### src/rtl/pxsel_pkg.sv
`timescale 1ns/1ps
package pxsel_pkg;

    typedef enum logic [1:0] {
        PLANE_IDX = 2'd0,
        PLANE_DIR = 2'd1,
        PLANE_CTL = 2'd2
    } plane_e;

    typedef enum logic [2:0] {
        ST_IDLE = 3'd0,
        ST_REQ  = 3'd1,
        ST_WAIT = 3'd2,
        ST_LOOK = 3'd3,
        ST_EMIT = 3'd4
    } state_e;

    // memory words arrive lowest-address byte first in bits 7:0
    function automatic logic [31:0] swap_bytes(input logic [31:0] w);
        return {w[7:0], w[15:8], w[23:16], w[31:24]};
    endfunction

endpackage

### src/rtl/pxsel_raster.sv
`timescale 1ns/1ps
module pxsel_raster #(
    parameter int X_W   = 10,
    parameter int Y_W   = 10,
    parameter int DIM_W = 11
) (
    input  logic             clk,
    input  logic             rst_n,
    input  logic             load,
    input  logic             step,
    input  logic [DIM_W-1:0] w_in,
    input  logic [DIM_W-1:0] h_in,
    output logic [X_W-1:0]   x,
    output logic [Y_W-1:0]   y,
    output logic             first_col,
    output logic             last_px
);
    typedef struct packed {
        logic [X_W-1:0]   x;
        logic [Y_W-1:0]   y;
        logic [DIM_W-1:0] w;
        logic [DIM_W-1:0] h;
    } pos_t;

    pos_t r_d, r_q;
    logic last_col, last_row;

    assign last_col  = (DIM_W'(r_q.x) == r_q.w - DIM_W'(1));
    assign last_row  = (DIM_W'(r_q.y) == r_q.h - DIM_W'(1));
    assign first_col = (r_q.x == '0);
    assign last_px   = last_col && last_row;
    assign x         = r_q.x;
    assign y         = r_q.y;

    always_comb begin
        r_d = r_q;
        if (load) begin
            r_d.x = '0;
            r_d.y = '0;
            r_d.w = w_in;
            r_d.h = h_in;
        end else if (step) begin
            if (last_col) begin
                r_d.x = '0;
                r_d.y = r_q.y + Y_W'(1);
            end else begin
                r_d.x = r_q.x + X_W'(1);
            end
        end
    end

    always_ff @(posedge clk or negedge rst_n) begin
        if (!rst_n) r_q <= '0;
        else        r_q <= r_d;
    end
endmodule

### src/rtl/pxsel_addr.sv
`timescale 1ns/1ps
module pxsel_addr
    import pxsel_pkg::*;
#(
    parameter int X_W         = 10,
    parameter int Y_W         = 10,
    parameter int STRIDE_LOG2 = 10,
    localparam int OFF_W      = Y_W + STRIDE_LOG2,
    localparam int ADDR_W     = OFF_W + 2
) (
    input  plane_e            plane,
    input  logic [X_W-1:0]    x,
    input  logic [Y_W-1:0]    y,
    output logic [ADDR_W-1:0] addr
);
    logic [OFF_W-1:0] off;

    // line pitch is fixed; x never reaches the pitch
    assign off = {y, {STRIDE_LOG2{1'b0}}} + OFF_W'(x);

    always_comb begin
        if (plane == PLANE_IDX) addr = ADDR_W'(off);
        else                    addr = {off, 2'b00};
    end
endmodule

### src/rtl/pxsel_decode.sv
`timescale 1ns/1ps
module pxsel_decode
    import pxsel_pkg::*;
#(
    parameter logic [7:0] TC_CODE = 8'h03
) (
    input  logic [31:0] word,
    output logic        tc_hit,
    output logic [23:0] rgb
);
    logic [31:0] sw;

    assign sw     = swap_bytes(word);
    assign tc_hit = (sw[31:24] == TC_CODE);
    assign rgb    = sw[23:0];
endmodule

### src/rtl/pixel_plane_selector.sv
`timescale 1ns/1ps
module pixel_plane_selector
    import pxsel_pkg::*;
#(
    parameter int         MAX_W    = 1024,
    parameter int         MAX_H    = 768,
    parameter int         STRIDE   = 1024,
    parameter logic [7:0] TC_CODE  = 8'h03,
    localparam int X_W         = $clog2(MAX_W),
    localparam int Y_W         = $clog2(MAX_H),
    localparam int DIM_W       = $clog2(((MAX_W > MAX_H) ? MAX_W : MAX_H) + 1),
    localparam int STRIDE_LOG2 = $clog2(STRIDE),
    localparam int ADDR_W      = Y_W + STRIDE_LOG2 + 2
) (
    input  logic              clk,
    input  logic              rst_n,
    input  logic              frame_start,
    input  logic [DIM_W-1:0]  cfg_width,
    input  logic [DIM_W-1:0]  cfg_height,
    input  logic              cfg_truecolor,
    output logic              mem_req_valid,
    input  logic              mem_req_ready,
    output logic [1:0]        mem_req_plane,
    output logic [ADDR_W-1:0] mem_req_addr,
    input  logic              mem_rsp_valid,
    input  logic [31:0]       mem_rsp_data,
    output logic [7:0]        pal_index,
    input  logic [23:0]       pal_rgb,
    output logic              pix_valid,
    input  logic              pix_ready,
    output logic [23:0]       pix_rgb,
    output logic              pix_sol,
    output logic              pix_eof,
    output logic              busy
);
    typedef struct packed {
        state_e      state;
        plane_e      plane;
        logic        mode;
        logic [7:0]  idx;
        logic [23:0] rgb;
    } ctl_t;

    ctl_t s_d, s_q;

    logic             r_load, r_step;
    logic [X_W-1:0]   cur_x;
    logic [Y_W-1:0]   cur_y;
    logic             first_col, last_px;
    logic             tc_hit;
    logic [23:0]      direct_rgb;
    logic             mode_q;

    pxsel_raster #(.X_W(X_W), .Y_W(Y_W), .DIM_W(DIM_W)) u_raster (
        .clk       (clk),
        .rst_n     (rst_n),
        .load      (r_load),
        .step      (r_step),
        .w_in      (cfg_width),
        .h_in      (cfg_height),
        .x         (cur_x),
        .y         (cur_y),
        .first_col (first_col),
        .last_px   (last_px)
    );

    pxsel_addr #(.X_W(X_W), .Y_W(Y_W), .STRIDE_LOG2(STRIDE_LOG2)) u_addr (
        .plane (s_q.plane),
        .x     (cur_x),
        .y     (cur_y),
        .addr  (mem_req_addr)
    );

    pxsel_decode #(.TC_CODE(TC_CODE)) u_decode (
        .word   (mem_rsp_data),
        .tc_hit (tc_hit),
        .rgb    (direct_rgb)
    );

    always_comb begin
        s_d    = s_q;
        r_load = 1'b0;
        r_step = 1'b0;
        unique case (s_q.state)
            ST_IDLE: begin
                if (frame_start && cfg_width != '0 && cfg_height != '0) begin
                    r_load    = 1'b1;
                    s_d.mode  = cfg_truecolor;
                    s_d.plane = cfg_truecolor ? PLANE_CTL : PLANE_IDX;
                    s_d.state = ST_REQ;
                end
            end
            ST_REQ: begin
                if (mem_req_ready) s_d.state = ST_WAIT;
            end
            ST_WAIT: begin
                if (mem_rsp_valid) begin
                    unique case (s_q.plane)
                        PLANE_CTL: begin
                            s_d.plane = tc_hit ? PLANE_DIR : PLANE_IDX;
                            s_d.state = ST_REQ;
                        end
                        PLANE_DIR: begin
                            s_d.rgb   = direct_rgb;
                            s_d.state = ST_EMIT;
                        end
                        default: begin
                            s_d.idx   = mem_rsp_data[7:0];
                            s_d.state = ST_LOOK;
                        end
                    endcase
                end
            end
            ST_LOOK: begin
                s_d.rgb   = pal_rgb;
                s_d.state = ST_EMIT;
            end
            ST_EMIT: begin
                if (pix_ready) begin
                    r_step = 1'b1;
                    if (last_px) begin
                        s_d.state = ST_IDLE;
                    end else begin
                        s_d.plane = s_q.mode ? PLANE_CTL : PLANE_IDX;
                        s_d.state = ST_REQ;
                    end
                end
            end
            default: s_d.state = ST_IDLE;
        endcase
    end

    always_ff @(posedge clk or negedge rst_n) begin
        if (!rst_n) begin
            s_q.state <= ST_IDLE;
            s_q.plane <= PLANE_IDX;
            s_q.mode  <= 1'b0;
            s_q.idx   <= '0;
            s_q.rgb   <= '0;
        end else begin
            s_q <= s_d;
        end
    end

    assign mode_q        = s_q.mode;
    assign mem_req_valid = (s_q.state == ST_REQ);
    assign mem_req_plane = s_q.plane;
    assign pal_index     = s_q.idx;
    assign pix_valid     = (s_q.state == ST_EMIT);
    assign pix_rgb       = s_q.rgb;
    assign pix_sol       = pix_valid && first_col;
    assign pix_eof       = pix_valid && last_px;
    assign busy          = (s_q.state != ST_IDLE);
endmodule

### config.mk
export PLATFORM = sky130hd
export DESIGN_NAME = pixel_plane_selector
export DESIGN_NICKNAME = d
export VERILOG_FILES = /design/src/rtl/pxsel_pkg.sv /design/src/rtl/pxsel_raster.sv /design/src/rtl/pxsel_addr.sv /design/src/rtl/pxsel_decode.sv /design/src/rtl/pixel_plane_selector.sv
export SDC_FILE = /design/constraint.sdc
export NUM_CORES = 1
export LEC_CHECK = 0
export ABC_AREA = 0
export BUFFER_PORTS_ARGS = -buffer_cell sky130_fd_sc_hd__buf_2
export CAP_MARGIN = 20
export CORE_ASPECT_RATIO = 0.6
export CORE_MARGIN = 5
export CORE_UTILIZATION = 29
export CTS_CLUSTER_DIAMETER = 30
export CTS_CLUSTER_SIZE = 16
export DETAILED_ROUTE_END_ITERATION = 8
export HOLD_SLACK_MARGIN = 0.12
export PLACE_DENSITY = 0.5
export SKIP_CTS_REPAIR_TIMING = 1
export SLEW_MARGIN = 10
export SYNTH_ARGS = -nofsm -noshare
export SYNTH_HDL_FRONTEND = slang
export SYNTH_HIERARCHICAL = 1
export SYNTH_SLANG_ARGS = --single-unit
### constraint.sdc
create_clock -name clk -period 3.5 [get_ports clk]
set_input_delay 0.7 -clock clk [delete_from_list [all_inputs] [get_ports clk]]
set_output_delay 0.7 -clock clk [all_outputs]
set_load 0.01 [all_outputs]
-- Word-level counts from Yosys, hierarchy flattened
Cells that the tools add are included.
- add/subtract/negate cells: 5
- equal/unequal tests: 16
- multiplexer cells: 25
- bitwise gates (word level): 1
- reductions and logical operators: 22
- operators with widths (operator ; number):
    $mux W24 ; 2
    $pmux W24 S2 ; 1
    $mux W20 ; 2
    $eq A10 B11 Y1 ; 2
    $mux W22 ; 1
    $reduce_bool A11 Y1 ; 2
    $sub A11 B1 Y11 const B ; 2
    $add A10 B1 Y10 const B ; 2
    $add A20 B10 Y20 ; 1
    $mux W10 ; 2
    $pmux W3 S5 ; 1
    $logic_not A10 Y1 ; 1
    $mux W5 ; 2
    $eq A8 B2 Y1 const B ; 1
    $mux W2 ; 4
    $ne A2 B1 Y1 const B ; 4
    $eq A3 B2 Y1 const B ; 2
    $mux W1 ; 6
    $mux W6 ; 1
    $ne A2 B2 Y1 const B ; 3
    $pmux W2 S3 ; 1
    $pmux W3 S2 ; 1
    $reduce_and A3 Y1 ; 2
    $reduce_and A6 Y1 ; 1
    14 further kinds ; 22
- bits in registers: 80
- output and inout bits: 61
- word-level logic and storage cells: 78

-- Depth between registers and ports, before layout
Gate-level depths: netlist of run 1.
- word-level depth: 7
- depth in mapped cells: 14

-- Hierarchy
Netlist of run 1, hierarchy kept.
- modules (own cells, without submodules) (module ; instances ; cells each ; area each (um^2) ; sequential area each (um^2)):
    pxsel_raster ; 1 ; 312 ; 2844.0 ; 1051.0
    pixel_plane_selector ; 1 ; 222 ; 2094.5 ; 950.9
    pxsel_addr ; 1 ; 25 ; 341.6 ; 0.0
    pxsel_decode ; 1 ; 27 ; 203.9 ; 0.0

-- Worst setup path after synthesis of run 1
No wires, ideal clock.
- path type: reg2out
- start point: register u_raster/r_q[11] (netlist name)
- end point: output pix_eof
- arrival: 2.800 ns
- required time: 2.800 ns
- slack: 0.000 ns
- cell stages (with the launch flop): 10
- buffers on the path: 0
- cell sequence: dfrtp_1 inv_1 ha_1 or4b_1 xor2_1 nor4_1 o211ai_1 or3_4 nor4_1 and2_1
- word-level cells in the longest chain between the ends: 4
- RTL lines (what ; line ; source):
    from (decl) ; pxsel_raster.sv:25 ; pos_t r_d, r_q;
    from (signal assigned) ; pxsel_raster.sv:54 ; else r_q <= r_d;
    $sub A11 B1 Y11 ; pxsel_raster.sv:28 ; assign last_col = (DIM_W'(r_q.x) == r_q.w - DIM_W'(1));
    $eq A10 B11 Y1 ; pxsel_raster.sv:28 ;
    $logic_and A1 B1 Y1 ; pxsel_raster.sv:31 ; assign last_px = last_col && last_row;
    net last_px ; pixel_plane_selector.sv:49 ; logic first_col, last_px;
    $logic_and A1 B1 Y1 ; pixel_plane_selector.sv:152 ; assign pix_eof = pix_valid && last_px;
    to (decl) ; pixel_plane_selector.sv:33 ; output logic pix_eof,
The timed path passes the listed nets, and every way through them passes these cells.

-- Worst setup path in the final report of run 1
- start point: register u_raster/r_q[12] (netlist name)
- end point: output pix_eof
Same word-level chain as after synthesis.

==> impl_metrics.py, run 1 <==
metrics = {
    "timing": {
        "rsz0062_at_grt": "true",
        "tightestPinTransition_ns": 0.777,
        "hold_viol": 0,
        "slew_viol_final": 0,
        "period_needed_ns": 3.66,
        "setup_viol": 1,
        "skew_ns": 0.0116,
        "final.period_utilization": 1.05,
        "fmax_ghz": 0.273,
        "layout_setup_ws_ns": -0.161,
        "slew_headroom": 0.481,
    },
    "cells_and_area": {
        "nNetsFinal": 756,
        "fin_area_sq_mm": 0.00640,
        "drive_gt1_frac": 0.391,
        "seq_area_sq_mm": 0.00200,
        "area_delta_synth_final_pct": 16.7,
        "multi_input_area_sq_mm": 0.00273,
        "stdcell_count": 915,
        "final_core_util": 0.341,
        "nFillCells": 1929,
    },
    "clocking": {
        "cts.clk_slew.worst_paths_ns": 0.06,
        "clockBufferDepth": 2,
        "cts_tree": "yes",
        "htreeDepth": 3,
        "numCtsBuffers": 9,
        "clk_latency_ns": 0.34,
        "cts_sinks": 80,
        "clockRootBuffer": "clkbuf_16",
    },
    "die": {
        "die_h_microns": 117,
        "dieArea_sq_mm": 0.0219,
        "core_sq_mm": 0.0188,
        "initial_core_util": 0.292,
        "fp-row-count": 39,
        "die_x_microns": 188,
        "num_io_pins": 146,
    },
    "run_status": {
        "failed_checks": "setup timing",
        "status": "complete, but fails checks",
    },
    "detailed_routing": {
        "drc": 0,
        "vias": 4352,
        "dr.first_iter.drc_count": 218,
        "vias_per_cell": 4.76,
        "avgRoutedWirePerCell_microns": 16.3,
        "ant_nets": 0,
        "drt-pass1-iter-count": 5,
        "wirelength_microns": 14900,
    },
    "placed_design": {
        "dp.cells": 894,
        "dp_hpwl_microns": 11300,
        "postPlaceCellArea_sq_mm": 0.00597,
        "gp_congestion": 0.832,
        "portBuffers": 145,
    },
    "grt": {
        "grt_max_degree": 81,
        "grt_overflow_total": 0,
        "grtUsageTotal": 0.134,
        "grt_pass1_wl_microns": 23400,
        "grt_pass1_vias": 4301,
        "antenna_found_initial": 0,
    },
    "yosys": {
        "synthArstFlopShare": 1.00,
        "synth_cells": 586,
        "ys.flop_type": "dfrtp_1",
        "synth_cell_types": 70,
        "synth_seq_cells": 80,
        "ys_seq_area_frac": 0.365,
        "synth_nets": 679,
        "syn_area_sq_mm": 0.00548,
        "synth_edf_count": 0,
        "yosysWarnings": 6,
        "avgSynthCellArea_sq_um": 9.36,
    },
    "setup_path": {
        "r2r_start": "u_raster/r_q[16]$_DFFE_PN0P_",
        "cp.required_ns": 2.80,
        "critPathKind": "flop to output pin",
        "worstSetupStartpointType": "flop",
        "cp-end-kind": "output pin",
        "ff2ff_setup_slack_ns": 0.15,
        "startpoint": "u_raster/r_q[12]$_DFFE_PN0P_",
        "path_max_fanout": 3,
        "cp.arrival_ns": 2.96,
    },
    "power": {
        "power_density_mw_per_mm2": 736,
        "leakage_nw": 2.96,
        "vdd_drop_max_mv": 0.262,
    },
    "flow_run": {
        "maxCapViolCount": 0,
    },
    "min_path": {
        "hold_class": "input pin to asynchronous set/reset pin",
    },
}
-- synth_stat cells (all sizes together), types with 3 or more instances --
| cell type | n | area [sq um] |
|---|---|---|
| inv | 20 | 75.1 |
| buf | 88 | 668 |
| nand4 | 7 | 43.8 |
| ha | 8 | 100 |
| nand3b | 4 | 30.0 |
| nand2 | 49 | 184 |
| or2 | 4 | 25.0 |
| nor4 | 14 | 109 |
| nand3 | 12 | 60.1 |
| clkbuf | 19 | 71.3 |
| mux2 | 46 | 582 |
| a31oi | 5 | 31.3 |
| nand2b | 7 | 43.8 |
| nor3 | 22 | 115 |
| a21oi | 16 | 83.8 |
| nor2 | 27 | 109 |
| o21ai | 42 | 210 |
| xnor2 | 21 | 184 |
| nor2b | 3 | 18.8 |
| o22ai | 26 | 169 |
| o32ai | 3 | 26.3 |
| or4b | 3 | 37.5 |
| or3 | 6 | 43.8 |
| xor2 | 12 | 105 |
| or4 | 6 | 48.8 |
| and2 | 5 | 33.8 |
| dfrtp | 80 | 2000 |
-- stage by stage --
stage	total power [mW]	TNS (ns)	hold slack, ns	worst slack, ns
floorplan	3.15	0	0.404	0.000159
detailed placement	3.57	-0.0834	0.468	-0.0834
CTS	4.70	-0.459	0.483	-0.459
global placement	3.52	-0.00488	0.459	-0.00488
finish	4.71	-0.161	0.346	-0.161
global route	5.08	-0.385	0.383	-0.339
-- area by class of cell --
class / count / area share
multi-input combinational: 379 / 0.426
inverter: 20 / 0.0117
antenna: 1 / 0.000391
clock buffer: 11 / 0.0363
tap: 246 / 0.0481
timing repair buffer: 173 / 0.149
sequential: 80 / 0.313
clock inverter: 5 / 0.0164
-- critical path, stage by stage, from the launching register on --
cell	delay, ns
dfrtp_1	0.38
inv_2	0.08
ha_4	0.13
or4b_4	0.50
xor2_2	0.17
nor4_2	0.29
o211ai_1	0.17
or3_4	0.45
nor4_4	0.15
and2_1	0.18
buf_2	0.13
-- flip-flops by register name (all words and copies together), names as in the netlist --
name           cells
u_raster/x        10
mode_q             1
u_raster/r_q      22
s_q                3
pix_rgb           24
u_raster/y        10
pal_index          8
mem_req_plane      2
-- power breakdown --
group	switching [mW]	internal [mW]	leakage (nW)
combinational	1.12	0.964	1.79
sequential	0.285	1.25	1.02
clock	0.390	0.698	0.156
total	1.79	2.92	2.96
-- path summary, 6_finish.rpt --
kind | endpoint | cells after the start
min reg2reg | pix_rgb[18]$_DFFE_PN0P_ | 2
max reg2reg | mem_req_plane[1]$_DFFE_PN0P_ | 11
min in group clk | pix_rgb[18]$_DFFE_PN0P_ | 2
max | pix_eof | 10
max in group asynchronous | u_raster/r_q[1]$_DFFE_PN0P_ | 2
min | pix_rgb[7]$_DFFE_PN0P_ | 1
-- layout by cell type (no fill, tap or decap), types with 11 or more instances in the layout --
cell	instances
nand2_1	49
xor2_1	11
dfrtp_1	80
o22ai_1	25
nor3_1	21
inv_1	17
buf_2	144
a21oi_1	15
nor2_1	25
o21ai_0	41
mux2_4	17
buf_4	28
xnor2_1	21
mux2_2	27
nand3_1	12
-- per-layer routing --
layer	global-route usage	vias up	wire (microns)
met3	0.0352	12	757
li1	-	2141	-
met5	0	-	0
met1	0.197	2093	7590
met4	0.0308	0	130
met2	0.197	106	6410
-- logic make-up (layout without fill, tap and decap cells) --
kind of cell | Yosys count | in the layout | share of synthesized area
AOI/OAI and AO/OA | 113 | 113 | 0.129
xor gates and xnor gates | 33 | 33 | 0.0527
adders and majority gates | 8 | 8 | 0.0183
buffers and inverters | 127 | 209 | 0.149
DFF | 80 | 80 | 0.365
muxes | 48 | 48 | 0.110
other | 0 | 1 | 0
and+or+nand+nor | 177 | 177 | 0.176
(Power assumes the default switching activity.)
==> inputs of run 2 (changes only) <==
Settings changed: PLACE_DENSITY 0.5 to not set.
==> impl_metrics.py, run 2 (synthesis results as in run 1) <==
metrics = {
    "timing": {
        "rsz0062_at_grt": "true",
        "setup_viol": 1,
        "slew_headroom": 0.445,
        "tightestPinTransition_ns": 0.833,
        "hold-worst-slack_ns": 0.455,
        "period_needed_ns": 3.72,
        "fmax_ghz": 0.269,
        "hold_viol": 0,
        "slew_viol_final": 0,
        "final.period_utilization": 1.06,
        "skew_ns": 0.00913,
        "layout_setup_ws_ns": -0.219,
    },
    "die": {
        "core_sq_mm": 0.0188,
        "die_x_microns": 188,
        "initial_core_util": 0.292,
        "num_io_pins": 146,
        "dieArea_sq_mm": 0.0219,
        "die_h_microns": 117,
        "fp-row-count": 39,
    },
    "placed_design": {
        "portBuffers": 145,
        "dp_hpwl_microns": 12100,
        "gp_congestion": 0.836,
        "dp.cells": 897,
    },
    "cells_and_area": {
        "area_delta_synth_final_pct": 18.6,
        "nNetsFinal": 762,
        "largest_reg_flops": 24,
        "nFillCells": 1953,
        "final_common_cell": "buf_2",
        "final_core_util": 0.346,
        "num_antenna_cells": 0,
        "drive_gt1_frac": 0.417,
        "layout_common_cells": "143 x buf_2, 77 x dfrtp_1, 49 x nand2_1",
        "stdcell_count": 918,
    },
    "power": {
        "power_density_mw_per_mm2": 739,
        "clkPwrFrac": 0.223,
        "intPower_mw": 2.93,
        "combPwrFrac": 0.446,
        "power.switching_mw": 1.88,
        "seqPwrFrac": 0.331,
        "vdd_drop_max_mv": 0.298,
        "p_sw_frac": 0.390,
        "leakage_nw": 3.00,
    },
    "run_status": {
        "status": "complete, but fails checks",
        "failed_checks": "setup timing",
    },
    "detailed_routing": {
        "drt-pass1-iter-count": 5,
        "dr.first_iter.drc_count": 441,
        "wl_met3_microns": 1210,
        "wl_met1_microns": 8620,
        "ant_nets": 0,
        "wirelength_microns": 15700,
        "vias_per_cell": 4.82,
        "avgRoutedWirePerCell_microns": 17.2,
        "top_layer": "met4",
        "drc": 0,
        "dr_wl_met2_microns": 5850,
        "vias": 4422,
    },
    "setup_path": {
        "cp-end-kind": "output pin",
        "cp.arrival_ns": 3.02,
        "critPathKind": "flop to output pin",
        "worstSetupStartpointType": "flop",
        "path_max_fanout": 3,
        "cp.required_ns": 2.80,
        "rr_worst_depth": 13,
        "ff2ff_setup_slack_ns": 0.08,
    },
    "clocking": {
        "cts_sinks": 80,
        "cts.clk_slew.worst_paths_ns": 0.06,
        "numCtsBuffers": 9,
        "htreeDepth": 3,
        "clockRootBuffer": "clkbuf_16",
        "clk_latency_ns": 0.34,
        "clockBufferDepth": 2,
        "cts_tree": "yes",
    },
    "grt": {
        "grt_pass1_vias": 4019,
        "grt_max_degree": 63,
        "grtUsageTotal": 0.139,
        "grt_overflow_total": 0,
        "grt_pass1_wl_microns": 23800,
        "antenna_found_initial": 0,
    },
    "flow_run": {
        "maxCapViolCount": 0,
    },
    "min_path": {
        "hold_class": "input pin to asynchronous set/reset pin",
    },
}
==> run 2: changes by cell type in the layout (fill, tap and decap cells not counted), moves of 2 or more <==
cell	delta
a21oi_1	-3
a21oi_2	+3
buf_4	+6
buf_6	+2
clkinvlp_4	-2
dfrtp_1	-3
dfrtp_2	+3
nor3_1	-2
nor3_2	+2
==> run 2: power by group through the flow <==
stage | Combinational (mW) | Clock [mW] | Sequential, mW
CTS | 2.01 | 1.11 | 1.56
floorplan | 1.68 | 0 | 1.47
finish | 2.14 | 1.07 | 1.59
global route | 2.37 | 1.14 | 1.65
global placement | 1.98 | 0 | 1.57
detailed placement | 2.00 | 0 | 1.58
==> run 2: through the flow <==
stage	instance area (sq um)	setup TNS (ns)	power [mW]	worst slack (ns)
after global placement	5990	0	3.55	0.0345
after CTS	6310	-0.371	4.69	-0.371
after detailed placement	5990	0	3.58	0.0104
final	6500	-0.219	4.81	-0.219
after floorplan	5480	0	3.15	0.000159
after global routing	6500	-0.481	5.16	-0.404
==> run 2: routing by layer <==
layer  up-vias  global-route usage
li1       2157                   -
met4         0              0.0205
met5         -                   0
met1      2098               0.234
met3         9              0.0454
met2       158               0.165
==> run 2: area by class of cell <==
cell class              count  area, sq um  share of cell area
clock buffers              10          229              0.0352
clock inverters             4         95.1              0.0146
inverters                  20         75.1              0.0115
multi-input cells         379         2800               0.430
flip-flops and latches     80         2010               0.308
well taps                 246          308              0.0473
repair buffers            179          993               0.153
==> run 2: final timing paths <==
check	to	startpoint
max	pix_eof	u_raster/r_q[12]$_DFFE_PN0P_
min	u_raster/r_q[7]$_DFFE_PN0P_	rst_n
max reg2reg	mem_req_plane[1]$_DFFE_PN0P_	u_raster/r_q[16]$_DFFE_PN0P_
min reg2reg	pix_rgb[12]$_DFFE_PN0P_	pix_rgb[12]$_DFFE_PN0P_
max in group asynchronous	u_raster/y[8]$_DFFE_PN0P_	rst_n
min in group clk	pix_rgb[12]$_DFFE_PN0P_	pix_rgb[12]$_DFFE_PN0P_
==> run 2: worst max-delay path: stages (launching register included) <==
cell and delay [ns]:
dfrtp_1 0.39, inv_2 0.09, ha_4 0.13, or4b_4 0.50
xor2_2 0.17, nor4_2 0.30, o211ai_1 0.16, or3_4 0.44
nor4_4 0.13, buf_4 0.15, and2_4 0.13, buf_6 0.09
==> inputs of run 3 (changes only) <==
==> constraint.sdc (replaced) <==
create_clock -name clk -period 4.3 [get_ports clk]
set_input_delay 0.86 -clock clk [delete_from_list [all_inputs] [get_ports clk]]
set_output_delay 0.86 -clock clk [all_outputs]
set_load 0.005 [all_outputs]
==> impl_metrics.py, run 3 (synthesis results as in run 1) <==
metrics = {
    "run_status": {
        "status": "finished clean",
    },
    "setup_path": {
        "cp.required_ns": 3.44,
        "slowest_stage": "or4b_4",
        "cp.arrival_ns": 3.30,
        "slowest_delay_ns": 0.51,
        "path_cells": "inv_1 -> ha_4 -> or4b_4 -> xor2_1 -> nor4_2 -> o211ai_1 -> or3_4 -> nor4_2 -> buf_4 -> and2_1 -> buf_2",
        "worstSetupStartpointType": "flop",
        "path_max_fanout": 7,
        "cp_num_buf_inv": 3,
        "path_delay_family": "simple AND/OR/NAND/NOR gates",
        "critPathKind": "flop to output pin",
        "cp-end-kind": "output pin",
        "cp_common_cell": "nor4_2",
    },
    "grt": {
        "grt_pass1_vias": 3883,
        "grt_max_degree": 61,
        "grt_overflow_total": 0,
        "antenna_found_initial": 0,
        "grt_pass1_wl_microns": 22700,
        "grtUsageTotal": 0.132,
    },
    "power": {
        "power_density_mw_per_mm2": 576,
        "combPwrFrac": 0.416,
        "vdd_drop_max_mv": 0.214,
        "intPower_mw": 2.18,
        "leakage_nw": 2.83,
        "p_sw_frac": 0.388,
        "seqPwrFrac": 0.366,
        "power.switching_mw": 1.38,
        "clkPwrFrac": 0.218,
    },
    "timing": {
        "setup_viol": 0,
        "period_needed_ns": 4.16,
        "slew_headroom": 0.467,
        "final.period_utilization": 0.968,
        "hold_viol": 0,
        "skew_ns": 0.0105,
        "hold-worst-slack_ns": 0.474,
        "fmax_ghz": 0.240,
        "layout_setup_ws_ns": 0.138,
        "rsz0062_at_grt": "false",
        "tightestPinTransition_ns": 0.800,
        "slew_viol_final": 0,
        "tns_ns": 0,
    },
    "placed_design": {
        "postPlaceCellArea_sq_mm": 0.00584,
        "portBuffers": 145,
        "pre_cts_ws_ns": 0.207,
        "dp.cells": 877,
        "gp_congestion": 0.854,
        "dp_hpwl_microns": 11600,
    },
    "clocking": {
        "cts_sinks": 80,
        "numCtsBuffers": 9,
        "clk_latency_ns": 0.34,
        "clockRootBuffer": "clkbuf_16",
        "cts_tree": "yes",
        "clockBufferDepth": 2,
        "htreeDepth": 3,
        "cts.clk_slew.worst_paths_ns": 0.07,
    },
    "detailed_routing": {
        "wirelength_microns": 14600,
        "ant_nets": 0,
        "dr.first_iter.drc_count": 369,
        "vias_per_cell": 4.81,
        "drc": 0,
        "vias": 4298,
        "avgRoutedWirePerCell_microns": 16.4,
        "drt-pass1-iter-count": 5,
    },
    "die": {
        "initial_core_util": 0.292,
        "core_sq_mm": 0.0188,
        "num_io_pins": 146,
        "dieArea_sq_mm": 0.0219,
        "die_h_microns": 117,
        "fp-row-count": 39,
        "die_x_microns": 188,
    },
    "cells_and_area": {
        "area_delta_synth_final_pct": 12.6,
        "largest_reg_flops": 24,
        "final_common_cell": "buf_2",
        "nFillCells": 1957,
        "fin_area_sq_mm": 0.00618,
        "layout_common_cells": "144 x buf_2, 80 x dfrtp_1, 49 x nand2_1",
        "nNetsFinal": 736,
        "drive_gt1_frac": 0.369,
        "stdcell_count": 894,
        "num_antenna_cells": 0,
    },
    "flow_run": {
        "maxCapViolCount": 0,
    },
    "min_path": {
        "hold_class": "flop to flop",
    },
}
run 3: cell types whose count changed in the layout (fill, tap and decap cells not counted), moves of 3 or more:
cell / delta
a21oi_1: +3
dfrtp_2: -3
dfrtp_1: +3
a21oi_2: -3
buf_4: -25
clkinvlp_4: +3
run 3: area by class of cell:
type                       count  area, sq um  area share
inverter                      20         75.1      0.0122
multi-input combinational    379         2700       0.438
sequential                    80         2000       0.324
timing repair buffer         153          788       0.128
tap                          246          308      0.0498
clock inverter                 6         70.1      0.0113
clock buffer                  10          229      0.0371
run 3: worst paths after layout:
check	slack [ns]	startpoint	endpoint	cells after the start
worst max register to register	0.66	u_raster/r_q[13]$_DFFE_PN0P_	mem_req_plane[1]$_DFFE_PN0P_	11
worst max-delay path	0.14	u_raster/r_q[12]$_DFFE_PN0P_	pix_eof	11
max in group asynchronous	2.89	rst_n	pix_rgb[2]$_DFFE_PN0P_	2
worst min-delay path	0.47	pix_rgb[12]$_DFFE_PN0P_	pix_rgb[12]$_DFFE_PN0P_	2
min in group asynchronous	0.61	rst_n	u_raster/r_q[4]$_DFFE_PN0P_	1
worst min register to register	0.47	pix_rgb[12]$_DFFE_PN0P_	pix_rgb[12]$_DFFE_PN0P_	2
run 3: power groups by stage:
stage	logic, mW	registers, mW	clock network, mW
after CTS	1.47	1.29	0.811
after global routing	1.67	1.35	0.832
after global placement	1.45	1.30	0
final	1.48	1.30	0.778
after floorplan	1.30	1.20	0
after detailed placement	1.46	1.31	0
run 3: layer usage:
| layer | global-route usage | wire [microns] | share of wire | up-vias |
|---|---|---|---|---|
| met2 | 0.155 | 5330 | 0.36 | 157 |
| met5 | 0 | 0 | 0 | - |
| met3 | 0.0397 | 1100 | 0.075 | 10 |
| met4 | 0.0220 | 85 | 0.0058 | 0 |
| met1 | 0.223 | 8120 | 0.55 | 2012 |
| li1 | - | - | - | 2119 |
run 3: through the flow:
stage,power [mW],utilization
2_1_floorplan,2.50,-
3_3_place_gp,2.74,0.311
3_5_place_dp,2.77,0.311
4_1_cts,3.57,0.327
5_1_grt,3.85,0.329
6_report,3.56,0.329
run 3: worst min-delay path: stages, from the launching register on:
cell and delay, ns:
dfrtp_1 0.34, nand2_1 0.04, o21ai_0 0.06
